--- config.mk ---
export PLATFORM = sky130hd
export DESIGN_NAME = panel_timing_gen
export DESIGN_NICKNAME = d
export VERILOG_FILES = /design/src/rtl/ptg_pkg.sv /design/src/rtl/ptg_profile.sv /design/src/rtl/ptg_hcount.sv /design/src/rtl/ptg_vcount.sv /design/src/rtl/panel_timing_gen.sv
export SDC_FILE = /design/constraint.sdc
export NUM_CORES = 1
export LEC_CHECK = 0
export BUFFER_PORTS_ARGS = -buffer_cell sky130_fd_sc_hd__buf_2
export CAP_MARGIN = 20
export CORE_UTILIZATION = 60
export CTS_CLUSTER_DIAMETER = 200
export DETAILED_ROUTE_END_ITERATION = 7
export PLACE_DENSITY = 0.8
export SLEW_MARGIN = 20
export SYNTH_ARGS = -nofsm -noshare
export SYNTH_HDL_FRONTEND = slang
export SYNTH_SLANG_ARGS = --single-unit
--- constraint.sdc ---
create_clock -name clk_i -period 15.35 [get_ports clk_i]
set_input_delay 4.605 -clock clk_i [delete_from_list [all_inputs] [get_ports clk_i]]
set_output_delay 4.605 -clock clk_i [all_outputs]
set_load 0.01 [all_outputs]
--- src/rtl/ptg_pkg.sv ---
package ptg_pkg;
  typedef enum logic [1:0] {
    MODE_THRU      = 2'd0,
    MODE_YUV_NTSC  = 2'd1,
    MODE_YUV_PAL   = 2'd2,
    MODE_RGB_DUMMY = 2'd3
  } scan_mode_e;

  localparam int NUM_MODES = 4;
endpackage

--- src/rtl/ptg_profile.sv ---
module ptg_profile
  import ptg_pkg::*;
#(
  parameter int H_W        = 11,
  parameter int V_W        = 10,
  parameter int H_THRU_ACT = 480,
  parameter int H_THRU_BP  = 96,
  parameter int H_THRU_FP  = 83,
  parameter int H_SER_BP   = 240,
  parameter int H_YUV_ACT  = 1440,
  parameter int H_NTSC_FP  = 36,
  parameter int H_PAL_FP   = 48,
  parameter int H_RGB_ACT  = 1280,
  parameter int H_RGB_FP   = 40,
  parameter int V_NTSC_ACT = 240,
  parameter int V_NTSC_TOT = 262,
  parameter int V_THRU_BP  = 14,
  parameter int V_SER_BP   = 21,
  parameter int V_PAL_ACT  = 288,
  parameter int V_PAL_TOT  = 312,
  parameter int V_PAL_BP   = 24
) (
  input  logic           clk_i,
  input  logic           rst_ni,
  input  logic           load_i,
  input  logic [1:0]     mode_i,
  input  logic           interlace_i,
  output logic [H_W-1:0] h_tot_o,
  output logic [H_W-1:0] h_bp_o,
  output logic [H_W-1:0] h_act_o,
  output logic [V_W-1:0] v_tot_o,
  output logic [V_W-1:0] v_bp_o,
  output logic [V_W-1:0] v_act_o,
  output logic           interlace_o
);
  localparam int H_THRU_TOT = H_THRU_BP + H_THRU_ACT + H_THRU_FP;
  localparam int H_NTSC_TOT = H_SER_BP + H_YUV_ACT + H_NTSC_FP;
  localparam int H_PAL_TOT  = H_SER_BP + H_YUV_ACT + H_PAL_FP;
  localparam int H_RGB_TOT  = H_SER_BP + H_RGB_ACT + H_RGB_FP;

  scan_mode_e mode_q;
  logic       il_q;

  always_ff @(posedge clk_i or negedge rst_ni) begin
    if (!rst_ni) begin
      mode_q <= MODE_THRU;
      il_q   <= 1'b0;
    end else if (load_i) begin
      mode_q <= scan_mode_e'(mode_i);
      il_q   <= interlace_i;
    end
  end

  // Per-mode horizontal lookup; one generate branch per profile slot
  logic [H_W-1:0] tot_tab [NUM_MODES];
  logic [H_W-1:0] bp_tab  [NUM_MODES];
  logic [H_W-1:0] act_tab [NUM_MODES];

  for (genvar g = 0; g < NUM_MODES; g++) begin : g_hprof
    if (g == int'(MODE_THRU)) begin : g_thru
      assign tot_tab[g] = H_W'(H_THRU_TOT);
      assign bp_tab[g]  = H_W'(H_THRU_BP);
      assign act_tab[g] = H_W'(H_THRU_ACT);
    end else if (g == int'(MODE_YUV_NTSC)) begin : g_ntsc
      assign tot_tab[g] = H_W'(H_NTSC_TOT);
      assign bp_tab[g]  = H_W'(H_SER_BP);
      assign act_tab[g] = H_W'(H_YUV_ACT);
    end else if (g == int'(MODE_YUV_PAL)) begin : g_pal
      assign tot_tab[g] = H_W'(H_PAL_TOT);
      assign bp_tab[g]  = H_W'(H_SER_BP);
      assign act_tab[g] = H_W'(H_YUV_ACT);
    end else begin : g_rgb
      assign tot_tab[g] = H_W'(H_RGB_TOT);
      assign bp_tab[g]  = H_W'(H_SER_BP);
      assign act_tab[g] = H_W'(H_RGB_ACT);
    end
  end

  assign h_tot_o = tot_tab[mode_q];
  assign h_bp_o  = bp_tab[mode_q];
  assign h_act_o = act_tab[mode_q];

  always_comb begin
    unique case (mode_q)
      MODE_THRU: begin
        v_tot_o = V_W'(V_NTSC_TOT);
        v_bp_o  = V_W'(V_THRU_BP);
        v_act_o = V_W'(V_NTSC_ACT);
      end
      MODE_YUV_PAL: begin
        v_tot_o = V_W'(V_PAL_TOT);
        v_bp_o  = V_W'(V_PAL_BP);
        v_act_o = V_W'(V_PAL_ACT);
      end
      default: begin
        v_tot_o = V_W'(V_NTSC_TOT);
        v_bp_o  = V_W'(V_SER_BP);
        v_act_o = V_W'(V_NTSC_ACT);
      end
    endcase
  end

  assign interlace_o = il_q;
endmodule

--- src/rtl/ptg_hcount.sv ---
module ptg_hcount #(
  parameter int H_W = 11
) (
  input  logic           clk_i,
  input  logic           rst_ni,
  input  logic [H_W-1:0] h_tot_i,
  input  logic [H_W-1:0] h_bp_i,
  input  logic [H_W-1:0] h_act_i,
  output logic [H_W-1:0] hcnt_o,
  output logic [H_W-1:0] h_half_o,
  output logic           line_end_o,
  output logic           h_win_o,
  output logic [H_W-1:0] x_o
);
  logic [H_W-1:0] hcnt_q;
  logic [H_W-1:0] h_win_end;

  assign line_end_o = (hcnt_q == h_tot_i - 1'b1);

  always_ff @(posedge clk_i or negedge rst_ni) begin
    if (!rst_ni)         hcnt_q <= '0;
    else if (line_end_o) hcnt_q <= '0;
    else                 hcnt_q <= hcnt_q + 1'b1;
  end

  assign h_win_end = h_bp_i + h_act_i;
  assign h_win_o   = (hcnt_q >= h_bp_i) && (hcnt_q < h_win_end);
  assign x_o       = h_win_o ? (hcnt_q - h_bp_i) : '0;
  assign h_half_o  = h_tot_i >> 1;
  assign hcnt_o    = hcnt_q;
endmodule

--- src/rtl/ptg_vcount.sv ---
module ptg_vcount #(
  parameter int H_W = 11,
  parameter int V_W = 10
) (
  input  logic           clk_i,
  input  logic           rst_ni,
  input  logic           line_end_i,
  input  logic [H_W-1:0] hcnt_i,
  input  logic [H_W-1:0] h_half_i,
  input  logic [V_W-1:0] v_tot_i,
  input  logic [V_W-1:0] v_bp_i,
  input  logic [V_W-1:0] v_act_i,
  input  logic           il_i,
  output logic           frame_end_o,
  output logic           vsync_hit_o,
  output logic           field_o,
  output logic           v_win_o,
  output logic [V_W-1:0] y_o
);
  logic [V_W-1:0] vcnt_q;
  logic [V_W-1:0] v_last;
  logic [V_W-1:0] row;
  logic           mid_line;

  // Interlaced frame = two fields plus the shared split line
  assign v_last      = il_i ? (v_tot_i << 1) : (v_tot_i - 1'b1);
  assign frame_end_o = line_end_i && (vcnt_q == v_last);

  always_ff @(posedge clk_i or negedge rst_ni) begin
    if (!rst_ni)          vcnt_q <= '0;
    else if (frame_end_o) vcnt_q <= '0;
    else if (line_end_i)  vcnt_q <= vcnt_q + 1'b1;
  end

  assign mid_line = (vcnt_q == v_tot_i) && (hcnt_i >= h_half_i);
  assign field_o  = il_i && ((vcnt_q > v_tot_i) || mid_line);

  // Even-field rows re-based past the split line; split line wraps out of range
  assign row     = field_o ? (vcnt_q - v_tot_i - 1'b1) : vcnt_q;
  assign v_win_o = (row >= v_bp_i) && (row < v_bp_i + v_act_i);
  assign y_o     = v_win_o ? (row - v_bp_i) : '0;

  assign vsync_hit_o = ((vcnt_q == '0) && (hcnt_i == '0)) ||
                       (il_i && (vcnt_q == v_tot_i) && (hcnt_i == h_half_i));
endmodule

--- src/rtl/panel_timing_gen.sv ---
module panel_timing_gen #(
  parameter int H_W        = 11,
  parameter int V_W        = 10,
  parameter int H_THRU_ACT = 480,
  parameter int H_THRU_BP  = 96,
  parameter int H_THRU_FP  = 83,
  parameter int H_SER_BP   = 240,
  parameter int H_YUV_ACT  = 1440,
  parameter int H_NTSC_FP  = 36,
  parameter int H_PAL_FP   = 48,
  parameter int H_RGB_ACT  = 1280,
  parameter int H_RGB_FP   = 40,
  parameter int V_NTSC_ACT = 240,
  parameter int V_NTSC_TOT = 262,
  parameter int V_THRU_BP  = 14,
  parameter int V_SER_BP   = 21,
  parameter int V_PAL_ACT  = 288,
  parameter int V_PAL_TOT  = 312,
  parameter int V_PAL_BP   = 24
) (
  input  logic           clk_i,
  input  logic           rst_ni,
  input  logic [1:0]     mode_i,
  input  logic           interlace_i,
  output logic           hsync_o,
  output logic           vsync_o,
  output logic           de_o,
  output logic           field_o,
  output logic [H_W-1:0] pix_x_o,
  output logic [V_W-1:0] line_y_o
);
  logic [H_W-1:0] h_tot, h_bp, h_act, hcnt, h_half, x;
  logic [V_W-1:0] v_tot, v_bp, v_act, y;
  logic           cfg_il, line_end, frame_end, h_win, v_win, vsync_hit;

  ptg_profile #(
    .H_W(H_W), .V_W(V_W),
    .H_THRU_ACT(H_THRU_ACT), .H_THRU_BP(H_THRU_BP), .H_THRU_FP(H_THRU_FP),
    .H_SER_BP(H_SER_BP), .H_YUV_ACT(H_YUV_ACT), .H_NTSC_FP(H_NTSC_FP),
    .H_PAL_FP(H_PAL_FP), .H_RGB_ACT(H_RGB_ACT), .H_RGB_FP(H_RGB_FP),
    .V_NTSC_ACT(V_NTSC_ACT), .V_NTSC_TOT(V_NTSC_TOT), .V_THRU_BP(V_THRU_BP),
    .V_SER_BP(V_SER_BP), .V_PAL_ACT(V_PAL_ACT), .V_PAL_TOT(V_PAL_TOT),
    .V_PAL_BP(V_PAL_BP)
  ) u_profile (
    .clk_i       (clk_i),
    .rst_ni      (rst_ni),
    .load_i      (frame_end),
    .mode_i      (mode_i),
    .interlace_i (interlace_i),
    .h_tot_o     (h_tot),
    .h_bp_o      (h_bp),
    .h_act_o     (h_act),
    .v_tot_o     (v_tot),
    .v_bp_o      (v_bp),
    .v_act_o     (v_act),
    .interlace_o (cfg_il)
  );

  ptg_hcount #(.H_W(H_W)) u_hcount (
    .clk_i      (clk_i),
    .rst_ni     (rst_ni),
    .h_tot_i    (h_tot),
    .h_bp_i     (h_bp),
    .h_act_i    (h_act),
    .hcnt_o     (hcnt),
    .h_half_o   (h_half),
    .line_end_o (line_end),
    .h_win_o    (h_win),
    .x_o        (x)
  );

  ptg_vcount #(.H_W(H_W), .V_W(V_W)) u_vcount (
    .clk_i       (clk_i),
    .rst_ni      (rst_ni),
    .line_end_i  (line_end),
    .hcnt_i      (hcnt),
    .h_half_i    (h_half),
    .v_tot_i     (v_tot),
    .v_bp_i      (v_bp),
    .v_act_i     (v_act),
    .il_i        (cfg_il),
    .frame_end_o (frame_end),
    .vsync_hit_o (vsync_hit),
    .field_o     (field_o),
    .v_win_o     (v_win),
    .y_o         (y)
  );

  assign hsync_o  = (hcnt != '0);
  assign vsync_o  = ~vsync_hit;
  assign de_o     = h_win && v_win;
  assign pix_x_o  = de_o ? x : '0;
  assign line_y_o = de_o ? y : '0;
endmodule

==> summary.md <==
| Metric | Value |
|---|---|
| Status | `finished, final reports clean` |
| Cell depth of the worst min-delay path | `1` |
| Launch point of the worst hold path | `u_hcount.hcnt_o[0]$_DFF_PN0_` |
| RSZ-0062 raised after global routing | `no` |
| Wire length of the first global-routing pass | `12800 um` |
| Core box area | `4880 um2` |
| CP Data Arrival Time | `5.88 ns` |
| Utilization after layout | `68.0%` |
| Net total in the final layout | `440` |
| Final Hold Viols | `0` |
| Cell count after synthesis | `378` |
| Post-route worst setup slack | `4.87 ns` |
| Post-layout minimum cycle time | `10.48 ns` |
| Element type at the critical path start | `register` |
| Sum of overflow across all layers after global routing | `0` |
| Initial detailed-routing violation count | `136` |
| Class of the most critical hold timing path | `reg -> reg` |
| Post-route worst hold slack | `0.562 ns` |
| Leakage power total | `1.53 nW` |
| Number of vias per cell after detailed routing | `6.16` |
| CTS H-tree depth | `1` |
| Post-synthesis register bit count | `24` |
| Crit end category | `output port` |
| Switching power total | `0.0321 mW` |
| Worst slew pin tran | `0.645 ns` |
| Distinct cells, synth | `59` |
| Area added between synthesis and finish | `6.04%` |
| Worst-Skew Late Latency | `0.27 ns` |
| Required time at the worst-slack endpoint | `10.75 ns` |
| Cell at the root of the clock tree | `sky130_fd_sc_hd__clkbuf_8` |
| Antenna cells | `0` |
| CP max FO | `22` |
| Detailed placement HPWL | `5800 um` |
| CTS Sinks | `24` |
| Die Width | `74.2 um` |
| Worst-case clock buffer depth | `2` |
| Origin of the critical flop-to-flop path | `u_profile.mode_q[1]$_DFFE_PN0P_` |
| Most common cell in the netlist | `sky130_fd_sc_hd__ha_1` |
| Die Outline Area | `5510 um2` |
| Capturing point of the worst reg2reg path | `u_vcount.vcnt_q[9]$_DFFE_PN0P_` |
| Leading cell types by total area after synthesis | `sky130_fd_sc_hd__dfrtp_1 (19%), sky130_fd_sc_hd__ha_1 (17%), sky130_fd_sc_hd__xnor2_1 (5.3%)` |
| Power density over cell area | `36.5 nW/um2` |
| Fraction of final layout cells with drive strength greater than 1 | `16.7%` |
| CTS tree | `yes` |
| Syn_area_per_cell | `8.28 um2` |
| Vias in the first global route | `2692` |
| Routability congestion estimate from global placement | `0.932` |
| Prevailing post-synth register cell | `sky130_fd_sc_hd__dfrtp_1` |
| Portion of synthesized cell area occupied by the leading cell type | `19.2%` |
| Slack of the worst reg-to-reg path | `12.26 ns` |
| Vert. Die Dim | `74.2 um` |
| Global router's overall resource usage | `30.1%` |
| Post-synthesis sequential area ratio | `19.2%` |
| Part of the total power dissipated in the clock network | `30.6%` |
| Final Instance Area | `3320 um2` |
| Synthesized cell area | `3130 um2` |
| Antenna violations before repair | `0` |
| Rows | `25` |
| Fmax | `0.0954 GHz` |
| Post-CTS Resized | `0` |
| Final sum of negative setup slack | `0 ns` |
| Drt total wl | `7510 um` |
| Largest net degree at the start of global routing | `27` |
| Number of buffers added on ports | `29` |
| Synthesized netlist net count | `427` |
| Wire per inst | `16.5 um` |
| Worst rel slew slack | `56.7%` |
| CTS buffer count | `3` |
| Post-detailed-route count of antenna-violating nets | `0` |
| Top-Level Pins | `30` |
| Number of hold-repair buffers added at the cts stage | `0` |
| Max-Cap Viols | `0` |
| Post-CTS Setup Repair Bufs | `0` |
| EDFF count, synth | `0` |
| Fraction of synthesis flops using an asynchronous set or reset pin | `100%` |
| Setup Viol. Count Final | `0` |
| Fillers | `430` |
| Final period util | `68.3%` |
| Final Max Slew Viols | `0` |
| Worst setup skew after layout | `0.00659 ns` |
| Post-Place Setup Slack | `5.23 ns` |
| Internal power contribution | `0.0888 mW` |
| Top cells by count, synth | `sky130_fd_sc_hd__ha_1 (43), sky130_fd_sc_hd__nor2_1 (30), sky130_fd_sc_hd__dfrtp_1 (24)` |
| Comb power frac | `16.4%` |
| Effective utilization at floorplan | `64.1%` |
| Cell count of the worst reg-to-reg path | `10` |
| Maximum ir drop on the vdd rail | `45.0 uV` |
| Worst-path clk slew | `0.08 ns` |
| Largest area contributor in the netlist | `sky130_fd_sc_hd__dfrtp_1` |
| Number of detailed-routing iterations run before antenna repair | `4` |
| Critical Setup Path Class | `reg -> out` |
| Synth Warn # | `0` |
| Drt drc | `0` |
| Number of vias after detailed routing | `2809` |
| Post-placement cell area | `3280 um2` |
| End point of the worst hold path | `u_hcount.hcnt_o[0]$_DFF_PN0_` |
| Proportion of total power due to net switching | `26.6%` |
| Share of total power in sequential cells | `53.1%` |
==> power groups by stage <==
stage	logic, mW	clock network, mW	registers (mW)
after global routing	0.0224	0.0391	0.0643
after floorplan	0.0142	0	0.0653
final	0.0198	0.0370	0.0642
after CTS	0.0197	0.0377	0.0642
after detailed placement	0.0196	0	0.0654
after global placement	0.0190	0	0.0654
==> worst max-delay path by stage <==
stage	startpoint	to	cells after the start
3_3_place_gp	u_profile.mode_q[0]$_DFFE_PN0P_	line_y_o[2]	22
5_1_grt	u_profile.mode_q[0]$_DFFE_PN0P_	line_y_o[2]	22
3_5_place_dp	u_profile.mode_q[0]$_DFFE_PN0P_	line_y_o[2]	22
4_1_cts	u_profile.mode_q[0]$_DFFE_PN0P_	line_y_o[2]	22
6_report	u_profile.mode_q[0]$_DFFE_PN0P_	line_y_o[2]	22
2_1_floorplan	u_profile.mode_q[0]$_DFFE_PN0P_	line_y_o[3]	25
==> metal layers <==
layer | part of all wire [%] | global-route usage, % | wire length (um)
met3 | 6.4 | 3.12 | 478
met5 | 0 | 0 | 0
met4 | 1.8 | 9.22 | 133
met2 | 46 | 49.3 | 3490
met1 | 45 | 42.0 | 3410
==> cells in the final DEF, fill, tap and decap left out, drive strengths merged, types with 5 or more instances in the layout <==
cell,instances
nor3,21
and3,5
buf,33
nand3,9
ha,43
a21oi,14
inv,20
nand2,23
dfrtp,24
nor2,31
nand2b,7
o21ai,23
or3,9
xor2,15
xnor2,19
nor2b,6
nor4,6
o211ai,6
nand4,11
==> layout make-up <==
class                   count  area (um2)  area share, %
flip-flops and latches     24         601           18.1
inverters                  20        75.1           2.26
multi-input cells         309        2340           70.6
well taps                  67        83.8           2.53
clock buffers               3        41.3           1.24
repair buffers             33         175           5.28
==> state kept, by name, indices dropped and copies added, names as in the netlist <==
signal                 flops
u_hcount.hcnt_o           11
u_vcount.vcnt_q           10
u_profile.mode_q           2
u_profile.interlace_o      1
==> logic make-up after synthesis <==
logic type | count (synthesis) | share of synthesized area [%]
mux | 5 | 1.72
compound gates | 82 | 17.8
buf+inv | 45 | 6.20
fa+ha+maj | 44 | 17.8
flops | 24 | 19.2
xor+xnor | 34 | 9.52
simple gates | 144 | 27.8
==> critical path: stages, from the launching register on <==
cell                        delay (ns)
sky130_fd_sc_hd__dfrtp_1          0.42
sky130_fd_sc_hd__inv_1            0.14
sky130_fd_sc_hd__ha_1             0.42
sky130_fd_sc_hd__inv_1            0.24
sky130_fd_sc_hd__ha_1             0.47
sky130_fd_sc_hd__nand3_1          0.21
sky130_fd_sc_hd__or4b_1           0.60
sky130_fd_sc_hd__a211oi_2         0.26
sky130_fd_sc_hd__or3_1            0.28
sky130_fd_sc_hd__inv_2            0.15
sky130_fd_sc_hd__nand2_1          0.10
sky130_fd_sc_hd__xnor2_1          0.07
sky130_fd_sc_hd__ha_1             0.36
sky130_fd_sc_hd__nor2b_1          0.16
sky130_fd_sc_hd__o21ai_0          0.16
sky130_fd_sc_hd__nand2b_1         0.12
sky130_fd_sc_hd__a21o_1           0.19
sky130_fd_sc_hd__a21o_1           0.17
sky130_fd_sc_hd__a21oi_1          0.18
sky130_fd_sc_hd__o2111ai_2        0.12
sky130_fd_sc_hd__buf_4            0.27
sky130_fd_sc_hd__nor4_1           0.31
sky130_fd_sc_hd__buf_2            0.19
==> per-stage QoR <==
step	cells	total power, mW
final	456	0.121
after global routing	456	0.126
after CTS	456	0.122
after detailed placement	453	0.0850
after global placement	453	0.0844
after floorplan	378	0.0794
(Power assumes the default switching activity.)
